### config.mk
export PLATFORM = sky130hd
export DESIGN_NAME = phdet_xor_pd
export DESIGN_NICKNAME = d
export VERILOG_FILES = /design/src/rtl/phdet_pkg.sv /design/src/rtl/phdet_sync.sv /design/src/rtl/phdet_refdiv.sv /design/src/rtl/phdet_meter.sv /design/src/rtl/phdet_xor_pd.sv
export SDC_FILE = /design/constraint.sdc
export NUM_CORES = 1
export LEC_CHECK = 0
export ABC_CLOCK_PERIOD_IN_PS = 4500
export BUFFER_PORTS_ARGS = -buffer_cell sky130_fd_sc_hd__buf_2
export CORE_MARGIN = 5
export CORE_UTILIZATION = 50
export DETAILED_ROUTE_END_ITERATION = 12
export GPL_TIMING_DRIVEN = 0
export PLACE_DENSITY = 0.66
export SETUP_SLACK_MARGIN = 0.2
export SYNTH_ARGS = -nofsm -noshare
export SYNTH_HDL_FRONTEND = slang
export SYNTH_SLANG_ARGS = --single-unit
### constraint.sdc
create_clock -name clk -period 4.5 [get_ports clk]
set_clock_uncertainty 0.15 [all_clocks]
set_input_delay 0.45 -clock clk [delete_from_list [all_inputs] [get_ports clk]]
set_output_delay 0.45 -clock clk [all_outputs]
set_load 0.05 [all_outputs]
### src/rtl/phdet_pkg.sv
package phdet_pkg;

    // default depth of the input synchronizers
    localparam int unsigned DEF_SYNC_STAGES = 2;

    // level and one-cycle rising-edge marker of a square wave inside the clock domain
    typedef struct packed {
        logic lvl;
        logic rise;
    } sq_t;

    // counter width needed to count 0 .. n-1, never below one bit
    function automatic int unsigned cnt_bits(input int unsigned n);
        return (n > 1) ? $clog2(n) : 1;
    endfunction

endpackage

### src/rtl/phdet_sync.sv
module phdet_sync #(
    parameter int unsigned STAGES = 2
) (
    input  logic clk,
    input  logic rst,
    input  logic d,
    output logic q
);
    logic [STAGES-1:0] sh;

    generate
        if (STAGES == 1) begin : g_one
            always_ff @(posedge clk) begin
                if (rst) sh <= '0;
                else     sh <= d;
            end
        end else begin : g_many
            always_ff @(posedge clk) begin
                if (rst) sh <= '0;
                else     sh <= {sh[STAGES-2:0], d};
            end
        end
    endgenerate

    assign q = sh[STAGES-1];
endmodule

### src/rtl/phdet_refdiv.sv
module phdet_refdiv
    import phdet_pkg::*;
#(
    parameter int unsigned DIV = 100
) (
    input  logic clk,
    input  logic rst,
    input  logic ref_s,
    output sq_t  dref
);
    localparam int unsigned HALF = DIV / 2;
    localparam int unsigned CW   = cnt_bits(HALF);

    logic          ref_q;
    logic [CW-1:0] cnt;
    logic          lvl;
    logic          lvl_q;

    always_ff @(posedge clk) begin
        if (rst) begin
            ref_q <= 1'b0;
            cnt   <= '0;
            lvl   <= 1'b0;
            lvl_q <= 1'b0;
        end else begin
            ref_q <= ref_s;
            lvl_q <= lvl;
            if (ref_s && !ref_q) begin
                if (cnt == CW'(HALF - 1)) begin
                    cnt <= '0;
                    lvl <= ~lvl;
                end else begin
                    cnt <= cnt + 1'b1;
                end
            end
        end
    end

    assign dref.lvl  = lvl;
    assign dref.rise = lvl & ~lvl_q;
endmodule

### src/rtl/phdet_meter.sv
module phdet_meter
    import phdet_pkg::*;
#(
    parameter int unsigned ERR_W  = 10,
    parameter bit          INV_EN = 1'b1
) (
    input  logic             clk,
    input  logic             rst,
    input  sq_t              dref,
    input  logic             xor_b,
    output logic [ERR_W-1:0] err_hi,
    output logic [ERR_W-1:0] err_lo,
    output logic             valid
);
    localparam logic [ERR_W-1:0] MAXV = '1;
    localparam logic [ERR_W-1:0] ONE  = ERR_W'(1);

    logic [ERR_W-1:0] hi_cnt;
    logic             armed;

    // high-time counter, latch and strobe
    always_ff @(posedge clk) begin
        if (rst) begin
            hi_cnt <= '0;
            err_hi <= '0;
            armed  <= 1'b0;
            valid  <= 1'b0;
        end else begin
            valid <= 1'b0;
            if (dref.rise) begin
                if (armed) err_hi <= hi_cnt;
                valid  <= armed;
                armed  <= 1'b1;
                hi_cnt <= xor_b ? ONE : '0;
            end else if (xor_b && hi_cnt != MAXV) begin
                hi_cnt <= hi_cnt + 1'b1;
            end
        end
    end

    generate
        if (INV_EN) begin : g_inv
            logic [ERR_W-1:0] lo_cnt;
            always_ff @(posedge clk) begin
                if (rst) begin
                    lo_cnt <= '0;
                    err_lo <= '0;
                end else if (dref.rise) begin
                    if (armed) err_lo <= lo_cnt;
                    lo_cnt <= xor_b ? '0 : ONE;
                end else if (!xor_b && lo_cnt != MAXV) begin
                    lo_cnt <= lo_cnt + 1'b1;
                end
            end
        end else begin : g_noinv
            assign err_lo = '0;
        end
    endgenerate
endmodule

### src/rtl/phdet_xor_pd.sv
module phdet_xor_pd
    import phdet_pkg::*;
#(
    parameter int unsigned DIV         = 100,
    parameter int unsigned ERR_W       = 10,
    parameter int unsigned SYNC_STAGES = DEF_SYNC_STAGES,
    parameter bit          INV_EN      = 1'b1
) (
    input  logic             clk,
    input  logic             rst,
    input  logic             ref_in,
    input  logic             fb_in,
    output logic             xor_o,
    output logic [ERR_W-1:0] err_o,
    output logic [ERR_W-1:0] err_inv_o,
    output logic             valid_o
);
    logic ref_s;
    logic fb_s;
    logic fb_al;
    sq_t  dref;

    phdet_sync #(.STAGES(SYNC_STAGES)) u_ref_sync (
        .clk(clk), .rst(rst), .d(ref_in), .q(ref_s)
    );

    phdet_sync #(.STAGES(SYNC_STAGES)) u_fb_sync (
        .clk(clk), .rst(rst), .d(fb_in), .q(fb_s)
    );

    // matches the edge-detect plus toggle register of the divider path
    always_ff @(posedge clk) begin
        if (rst) fb_al <= 1'b0;
        else     fb_al <= fb_s;
    end

    phdet_refdiv #(.DIV(DIV)) u_div (
        .clk(clk), .rst(rst), .ref_s(ref_s), .dref(dref)
    );

    assign xor_o = dref.lvl ^ fb_al;

    phdet_meter #(.ERR_W(ERR_W), .INV_EN(INV_EN)) u_meter (
        .clk    (clk),
        .rst    (rst),
        .dref   (dref),
        .xor_b  (xor_o),
        .err_hi (err_o),
        .err_lo (err_inv_o),
        .valid  (valid_o)
    );
endmodule

==> results of run 1 <==
==> cells by family (layout without fill, tap and decap cells) <==
| logic type | count (synthesis) | in the layout | share of synthesized area |
|---|---|---|---|
| flops | 56 | 56 | 0.478 |
| xor+xnor | 9 | 9 | 0.0416 |
| fa+ha+maj | 4 | 4 | 0.0213 |
| buf+inv | 19 | 51 | 0.0379 |
| simple gates | 127 | 127 | 0.265 |
| compound gates | 57 | 57 | 0.152 |
| mux | 1 | 1 | 0.00427 |
==> report_power, final <==
group          total [mW]  leakage (nW)  internal (mW)  switching (mW)
clock               0.280        0.0510          0.123           0.157
sequential          0.508         0.453          0.501         0.00648
combinational      0.0316         0.507         0.0118          0.0198
==> synth_stat cells, types with 5 or more instances <==
cell type / count / area share
a21oi_1: 26 / 0.055
and3_1: 5 / 0.013
clkbuf_1: 9 / 0.014
dfxtp_1: 56 / 0.48
nand2_1: 54 / 0.086
nand4_1: 8 / 0.021
nor2_1: 20 / 0.032
nor2b_1: 11 / 0.029
nor3_1: 7 / 0.015
o21ai_0: 9 / 0.019
xor2_1: 7 / 0.026
==> stage by stage <==
| step | util | hold WS, ps | std cells | power, mW | cell area [sq um] |
|---|---|---|---|---|---|
| 2_1_floorplan | - | 264 | 273 | 0.541 | 2350 |
| 3_3_place_gp | 0.547 | 266 | 351 | 0.550 | 2530 |
| 3_5_place_dp | 0.547 | 277 | 351 | 0.551 | 2530 |
| 4_1_cts | 0.567 | 190 | 359 | 0.831 | 2630 |
| 5_1_grt | 0.567 | 205 | 359 | 0.858 | 2630 |
| 6_report | 0.567 | 197 | 359 | 0.819 | 2630 |
==> final timing paths <==
check / from / endpoint / slack, ps
max: u_meter.g_inv.lo_cnt[0] / u_meter.g_inv.lo_cnt[3] / 2480
min: fb_in / u_fb_sync.sh[0] / 200
min reg2reg: u_ref_sync.sh[0] / u_ref_sync.sh[1] / 300
max reg2reg: u_meter.g_inv.lo_cnt[0] / u_meter.g_inv.lo_cnt[3] / 2480
==> state kept, by name (all words and copies together), names as in the netlist <==
register              count
u_meter.err_hi           10
u_meter.armed             1
u_div.lvl_q               1
u_meter.err_lo           10
u_fb_sync.sh              2
u_div.cnt                 6
u_meter.hi_cnt           10
u_div.ref_q               1
u_meter.valid             1
u_ref_sync.sh             2
u_meter.g_inv.lo_cnt     10
u_div.lvl                 1
fb_al                     1
==> cells in the final DEF (no fill, tap or decap), drive strengths merged, types with 2 or more instances in the layout <==
master | netlist | final
nand3b | 2 | 2
xnor2 | 2 | 2
xor2 | 7 | 7
nor4 | 4 | 4
clkinv | 0 | 2
nor2 | 20 | 20
buf | 5 | 29
nor2b | 11 | 11
o311ai | 2 | 2
a211oi | 2 | 2
dfxtp | 56 | 56
and3 | 5 | 5
nand4 | 8 | 8
and4 | 2 | 2
a31oi | 4 | 4
or3 | 4 | 4
clkbuf | 9 | 15
ha | 4 | 4
inv | 5 | 5
a21oi | 26 | 26
nand2 | 54 | 54
a41oi | 2 | 2
nand3 | 5 | 5
o21ai | 9 | 9
o211a | 3 | 3
nor3 | 7 | 7
==> worst max-delay path: cells and delay by family (launching register included) <==
| kind | cells | cell delay (ps) |
|---|---|---|
| AND/OR/NAND/NOR | 3 | 820 |
| adder cells (fa/ha/maj) | 1 | 300 |
| AO/OA/AOI/OAI | 1 | 140 |
| flip-flops | 1 | 400 |
| buffers and inverters | 1 | 150 |
==> layout make-up <==
cell class	count	area share
Buffer	14	0.0267
Clock buffer	6	0.0314
Clock inverter	2	0.00381
Inverter	5	0.00715
Multi-Input combinational cell	198	0.433
Sequential cell	56	0.427
Tap cell	54	0.0257
Timing Repair Buffer	24	0.0457
==> per-layer routing <==
| layer | vias up | share of wire |
|---|---|---|
| met1 | 889 | 0.49 |
| met5 | - | 0 |
| met3 | 9 | 0.036 |
| met2 | 31 | 0.45 |
| met4 | 0 | 0.021 |
| li1 | 1019 | - |
==> metrics.csv, run 1 <==
stage;metric;value;unit
status;status;finished, final reports clean;
floorplanning;std_cell_rows;25;
worst_setup_path;path_class;flop to flop;
timing;finalWorstSetupSlack;2480;ps
clock_network;cts_buffers;5;
detailed_routing;wl;4.68;mm
placement;gp_congestion;0.871;
floorplanning;io_pins;26;
synth;synth_edf_count;0;
synth;synth_nets;281;
floorplanning;die_area;0.00616;sq mm
synth;yosysSeqAreaShare;0.478;
power_and_ir_drop;ir_drop;0.170;mV
worst_setup_path;slowest_stage;dfxtp_1;
synth;synth_top_flop_cell;dfxtp_1;
placement;portBuffers;24;
clock_network;post_cts_hold_buffer_count;0;
power_and_ir_drop;powerDensity;312;mW/mm^2
clock_network;cts_root_buf;clkbuf_8;
clock_network;post_cts_buffers;0;
layout;nets;312;
timing;finalHoldViolations;0;
synth;synthArstFlopShare;0;
worst_setup_path;critPathRequiredTime;4590;ps
clock_network;clk_pin_slew;100;ps
clock_network;clk_path_buf_depth;2;
layout;fill_cells;461;
worst_setup_path;crit_fanout;8;
worst_setup_path;path_cells;ha_1 > and4_1 > and3_1 > clkbuf_1 > or3_1 > a21oi_1;
grt;grt_util_all_layers;0.164;
timing;slew_headroom;0.616;
floorplanning;dieHeight;78.5;um
clock_network;post_cts_resized;0;
floorplanning;coreArea;0.00463;sq mm
synth;syn_avg_cell_area;8.59;sq um
grt;grt_max_degree;17;
layout;area.growth.synth_to_final;11.9;%
timing;finalSetupViolations;0;
grt;gr-total-overflow;0;
timing;rsz0062_at_grt;no;
synth;netlist_area;0.00235;sq mm
grt;grt_util_met3;0.0367;
worst_setup_path;endpoint_kind;flop;
clock_network;cts.htree.levels;2;
timing;maxSlewViolCount;0;
placement;place_ws;2510;ps
worst_setup_path;start_kind;flop;
synth;synth_seq_cells;56;
detailed_routing;drc;0;
grt;antenna_found_initial;0;
grt;grt_pass1_wl;7.96;mm
power_and_ir_drop;p_leak;1.01;nW
run;drv_cap;0;
grt;gr-max-usage-layer;met2;
synth;netlist-cell-type-count;47;
timing;worst_pin_slew;571;ps
synth;netlist_instances;273;
min_path;hold_class;primary input to flop;
grt;grtUsageMet2;0.264;
clock_network;cts_sinks;56;
detailed_routing;via_per_inst;5.43;
layout;diodes;0;
clock_network;cts_tree;done;
grt;grt_pass1_vias;1740;
detailed_routing;first_pass_iters;4;
floorplanning;die_w;78.5;um
min_path;hold_depth;2;
timing;fmax;0.494;GHz
detailed_routing;postRouteAntennaNets;0;
worst_setup_path;crit_arrival;2120;ps
floorplanning;start_util;0.507;
placement;hpwl;3.25;mm
layout;register_area;0.00112;sq mm
timing;finalSetupTns;0;ps
worst_setup_path;r2r.worst_path.cells;6;
worst_setup_path;max_stage_delay;400;ps
detailed_routing;wire_per_inst;13.0;um
clock_network;worstSkewPairLatency;310;ps
detailed_routing;vias;1948;
layout;multi_input_area;0.00114;sq mm
timing;period_share;0.450;
layout;drive_gt1_frac;0.138;
grt;use_met1;0.206;
detailed_routing;detail_route.iter0.violations;122;
timing;period_minus_slack;2020;ps
synth;ys_warn_count;0;
Note: power is estimated with default switching activity, not from simulation.
==> inputs of run 2 (changes only) <==
--- a/config.mk
+++ b/config.mk
@@ -5,7 +5,8 @@
 export SDC_FILE = /design/constraint.sdc
 export NUM_CORES = 1
 export LEC_CHECK = 0
-export ABC_CLOCK_PERIOD_IN_PS = 4500
+export ABC_AREA = 1
+export ABC_CLOCK_PERIOD_IN_PS = 2100
 export BUFFER_PORTS_ARGS = -buffer_cell sky130_fd_sc_hd__buf_2
 export CORE_MARGIN = 5
 export CORE_UTILIZATION = 50
==> constraint.sdc (replaced) <==
create_clock -name clk -period 2.1 [get_ports clk]
set_clock_uncertainty 0.15 [all_clocks]
set_input_delay 0.21 -clock clk [delete_from_list [all_inputs] [get_ports clk]]
set_output_delay 0.21 -clock clk [all_outputs]
set_load 0.05 [all_outputs]
==> metrics.csv, run 2 <==
stage;metric;value;unit;change
synth;synth_nets;350;;+25%
timing;maxSlewViolCount;0;;unchanged
worst_setup_path;start_kind;flop;;
power_and_ir_drop;ir_drop;0.506;mV;+200%
timing;rsz0062_at_grt;no;;
run;drv_cap;0;;unchanged
grt;antenna_found_initial;0;;unchanged
detailed_routing;postRouteAntennaNets;0;;unchanged
detailed_routing;wire_per_inst;11.0;um;-15%
placement;hpwl;3.59;mm;+10%
placement;gp_congestion;0.858;;-1.5%
synth;synth.area.mux_share;0;;-0.00427
detailed_routing;detail_route.iter0.violations;100;;-18%
grt;grt_max_degree;18;;+1
detailed_routing;via_per_inst;4.78;;-12%
worst_setup_path;slowest_stage;dfxtp_1;;
synth;synth_compound_area_frac;0.100;;-0.0517
synth;synth-simple-area-share;0.309;;+0.0444
worst_setup_path;path_common_cell;nand2_1;;
synth;netlist_area;0.00245;sq mm;+4.3%
clock_network;cts_buffers;5;;unchanged
timing;period_minus_slack;1730;ps;-298 ps
layout;mostFrequentLayoutCells;nand2_1 (83), dfxtp_1 (55), inv_1 (40);;
grt;grt_pass1_wl;8.54;mm;+7.3%
placement;placed_cell_area;0.00265;sq mm;+4.6%
layout;final_area;0.00277;sq mm;+5.5%
worst_setup_path;path_class;flop to flop;;
floorplanning;std_cell_rows;25;;unchanged
synth;netlist_instances;342;;+25%
clock_network;cts_root_buf;clkbuf_8;;
detailed_routing;drc;0;;unchanged
synth;synth-adder-area-share;0.0205;;-0.000873
layout;nets;383;;+23%
synth;synth.area.top_cells;dfxtp_1 (46%), nand2_1 (13%), nand3_1 (7.4%);;
detailed_routing;first_pass_iters;4;;unchanged
worst_setup_path;crit_arrival;1790;ps;-330 ps
synth;synth_area_leader_cell;dfxtp_1;;
clock_network;cts.htree.levels;2;;unchanged
timing;finalSetupTns;0;ps;unchanged
timing;hold_slack;139;ps;-58.1 ps
worst_setup_path;path_cells;ha_1 > nand2_1 > nor2_4 > nand3_1 > nand2_2 > nand2_4 > nand2_1 > nand2_1 > nand2_1 > inv_1;;
power_and_ir_drop;powerDensity;641;mW/mm^2;+110%
clock_network;cts_tree;done;;
synth;ys_warn_count;0;;unchanged
synth;synth.most_common_cell;nand2_1;;
placement;portBuffers;24;;unchanged
layout;area.growth.synth_to_final;13.3;%;
worst_setup_path;max_stage_delay;410;ps;about the same
detailed_routing;vias;2117;;+8.7%
grt;grt_util_all_layers;0.166;;+0.00242
floorplanning;dieHeight;79.9;um;+1.8%
synth;synth_edf_count;0;;unchanged
clock_network;clk_path_buf_depth;2;;unchanged
synth;synth_top_family_by_area;simple AND/OR/NAND/NOR gates;;
layout;multi_input_area;0.00111;sq mm;-2.6%
synth;yosysSeqAreaShare;0.458;;-0.0196
timing;fmax;0.580;GHz;+17%
clock_network;cts_sinks;56;;unchanged
status;status;finished, final reports clean;;
floorplanning;coreArea;0.00472;sq mm;+2.0%
synth;synthArstFlopShare;0;;unchanged
power_and_ir_drop;p_leak;1.15;nW;+14%
layout;final_common_cell;nand2_1;;
floorplanning;start_util;0.518;;+0.0111
grt;gr-total-overflow;0;;unchanged
clock_network;clk_pin_slew;100;ps;about the same
floorplanning;die_area;0.00639;sq mm;+3.7%
timing;worst_pin_slew;468;ps;-103 ps
synth;syn_avg_cell_area;7.15;sq um;-17%
timing;slew_headroom;0.688;;+0.0717
layout;fill_cells;461;;unchanged
worst_setup_path;endpoint_kind;flop;;
synth;synth_common_cells;nand2_1 (83), dfxtp_1 (56), inv_1 (40);;
synth;synth_top_flop_cell;dfxtp_1;;
synth;synth_xor_area_frac;0.0210;;-0.0206
synth;synth_seq_cells;56;;unchanged
detailed_routing;wl;4.89;mm;+4.4%
worst_setup_path;crit_fanout;8;;unchanged
worst_setup_path;critPathRequiredTime;2170;ps;-2420 ps
synth;synth_top_area_frac;0.458;;-0.0196
clock_network;worstSkewPairLatency;300;ps;about the same
floorplanning;io_pins;26;;unchanged
grt;grt_pass1_vias;1924;;+11%
synth;netlist-cell-type-count;25;;-47%
min_path;hold_class;primary input to flop;;
floorplanning;die_w;79.9;um;+1.8%
layout;register_area;0.00112;sq mm;+0.11%
layout;fin_util;0.587;;+0.0195
timing;finalSetupViolations;0;;unchanged
power_and_ir_drop;power;1.78;mW;+120%
timing;finalHoldViolations;0;;unchanged
layout;drive_gt1_frac;0.136;;-0.00207
timing;period_share;0.822;;+0.372
layout;diodes;0;;unchanged
-- run 2: cell types whose count changed in the layout (fill, tap and decap cells not counted), moves of 4 or more --
cell	previous run	this run
inv_1	4	40
nand3_1	4	36
nand2_1	54	83
nor2_1	20	38
nor2b_1	11	0
a21oi_1	26	34
and3_1	5	0
nand4_1	8	3
xor2_1	7	2
a31oi_1	4	0
nor3_1	7	3
nor4_1	4	0
o21ai_0	9	13
-- run 2: report_power, final --
group          switching [mW]  total [mW]  leakage, nW  internal (mW)
sequential             0.0151        1.09        0.453           1.08
combinational          0.0481      0.0749        0.658         0.0268
clock                   0.343       0.610       0.0434          0.268
total                   0.406        1.78         1.15           1.37
-- run 2: kinds of logic after synthesis --
family / after synthesis
and+or+nand+nor: 174
DFF: 56
xor gates and xnor gates: 5
adders and majority gates: 4
buffers and inverters: 54
AOI/OAI and AO/OA: 49
-- run 2: final cells by class --
cell class / instances / share of cell area
clock inverter: 2 / 0.00542
tap: 67 / 0.0302
timing repair buffer: 26 / 0.0506
multi-input combinational: 232 / 0.399
sequential: 56 / 0.405
clock buffer: 6 / 0.0298
inverter: 42 / 0.0569
buffer: 12 / 0.0230
-- run 2: metrics by stage --
stage | cells | setup WS (ps)
2_1_floorplan | 342 | 369
3_3_place_gp | 433 | 347
4_1_cts | 443 | 318
6_report | 443 | 374
5_1_grt | 443 | 242
3_5_place_dp | 433 | 332
-- run 2: metal layers --
layer  up-vias  routed length [um]  GRT usage
met5         -                   0          0
met4         0                  40     0.0405
met3         4                 212     0.0406
met2        41                2080      0.252
met1       934                2550      0.237
li1       1138                   -          -
-- run 2: critical path, delay by kind of cell, from the launching register on --
kind | cells | cell delay, ps
adder cells (fa/ha/maj) | 1 | 190
buffers and inverters | 1 | 30
flip-flops | 1 | 410
AND/OR/NAND/NOR | 8 | 860
-- run 2: worst paths after layout --
| path | to | start | cells after the start | slack [ps] |
|---|---|---|---|---|
| worst max-delay path | u_meter.g_inv.lo_cnt[6] | u_meter.g_inv.lo_cnt[1] | 10 | 370 |
| worst min-delay path | u_meter.err_hi[0] | rst | 2 | 140 |
| worst max register to register | u_meter.g_inv.lo_cnt[6] | u_meter.g_inv.lo_cnt[1] | 10 | 370 |
| worst min register to register | u_fb_sync.sh[1] | u_fb_sync.sh[0] | 2 | 260 |
-- run 2: what timing repair did --
item / 4_1_cts / 5_1_grt
hold buffers: 2 / 0
hold endpoints to repair: 2 / 0
endpoints found under the setup margin: 0 / 8
setup buffers: 0 / 0
resized for setup: 0 / 2
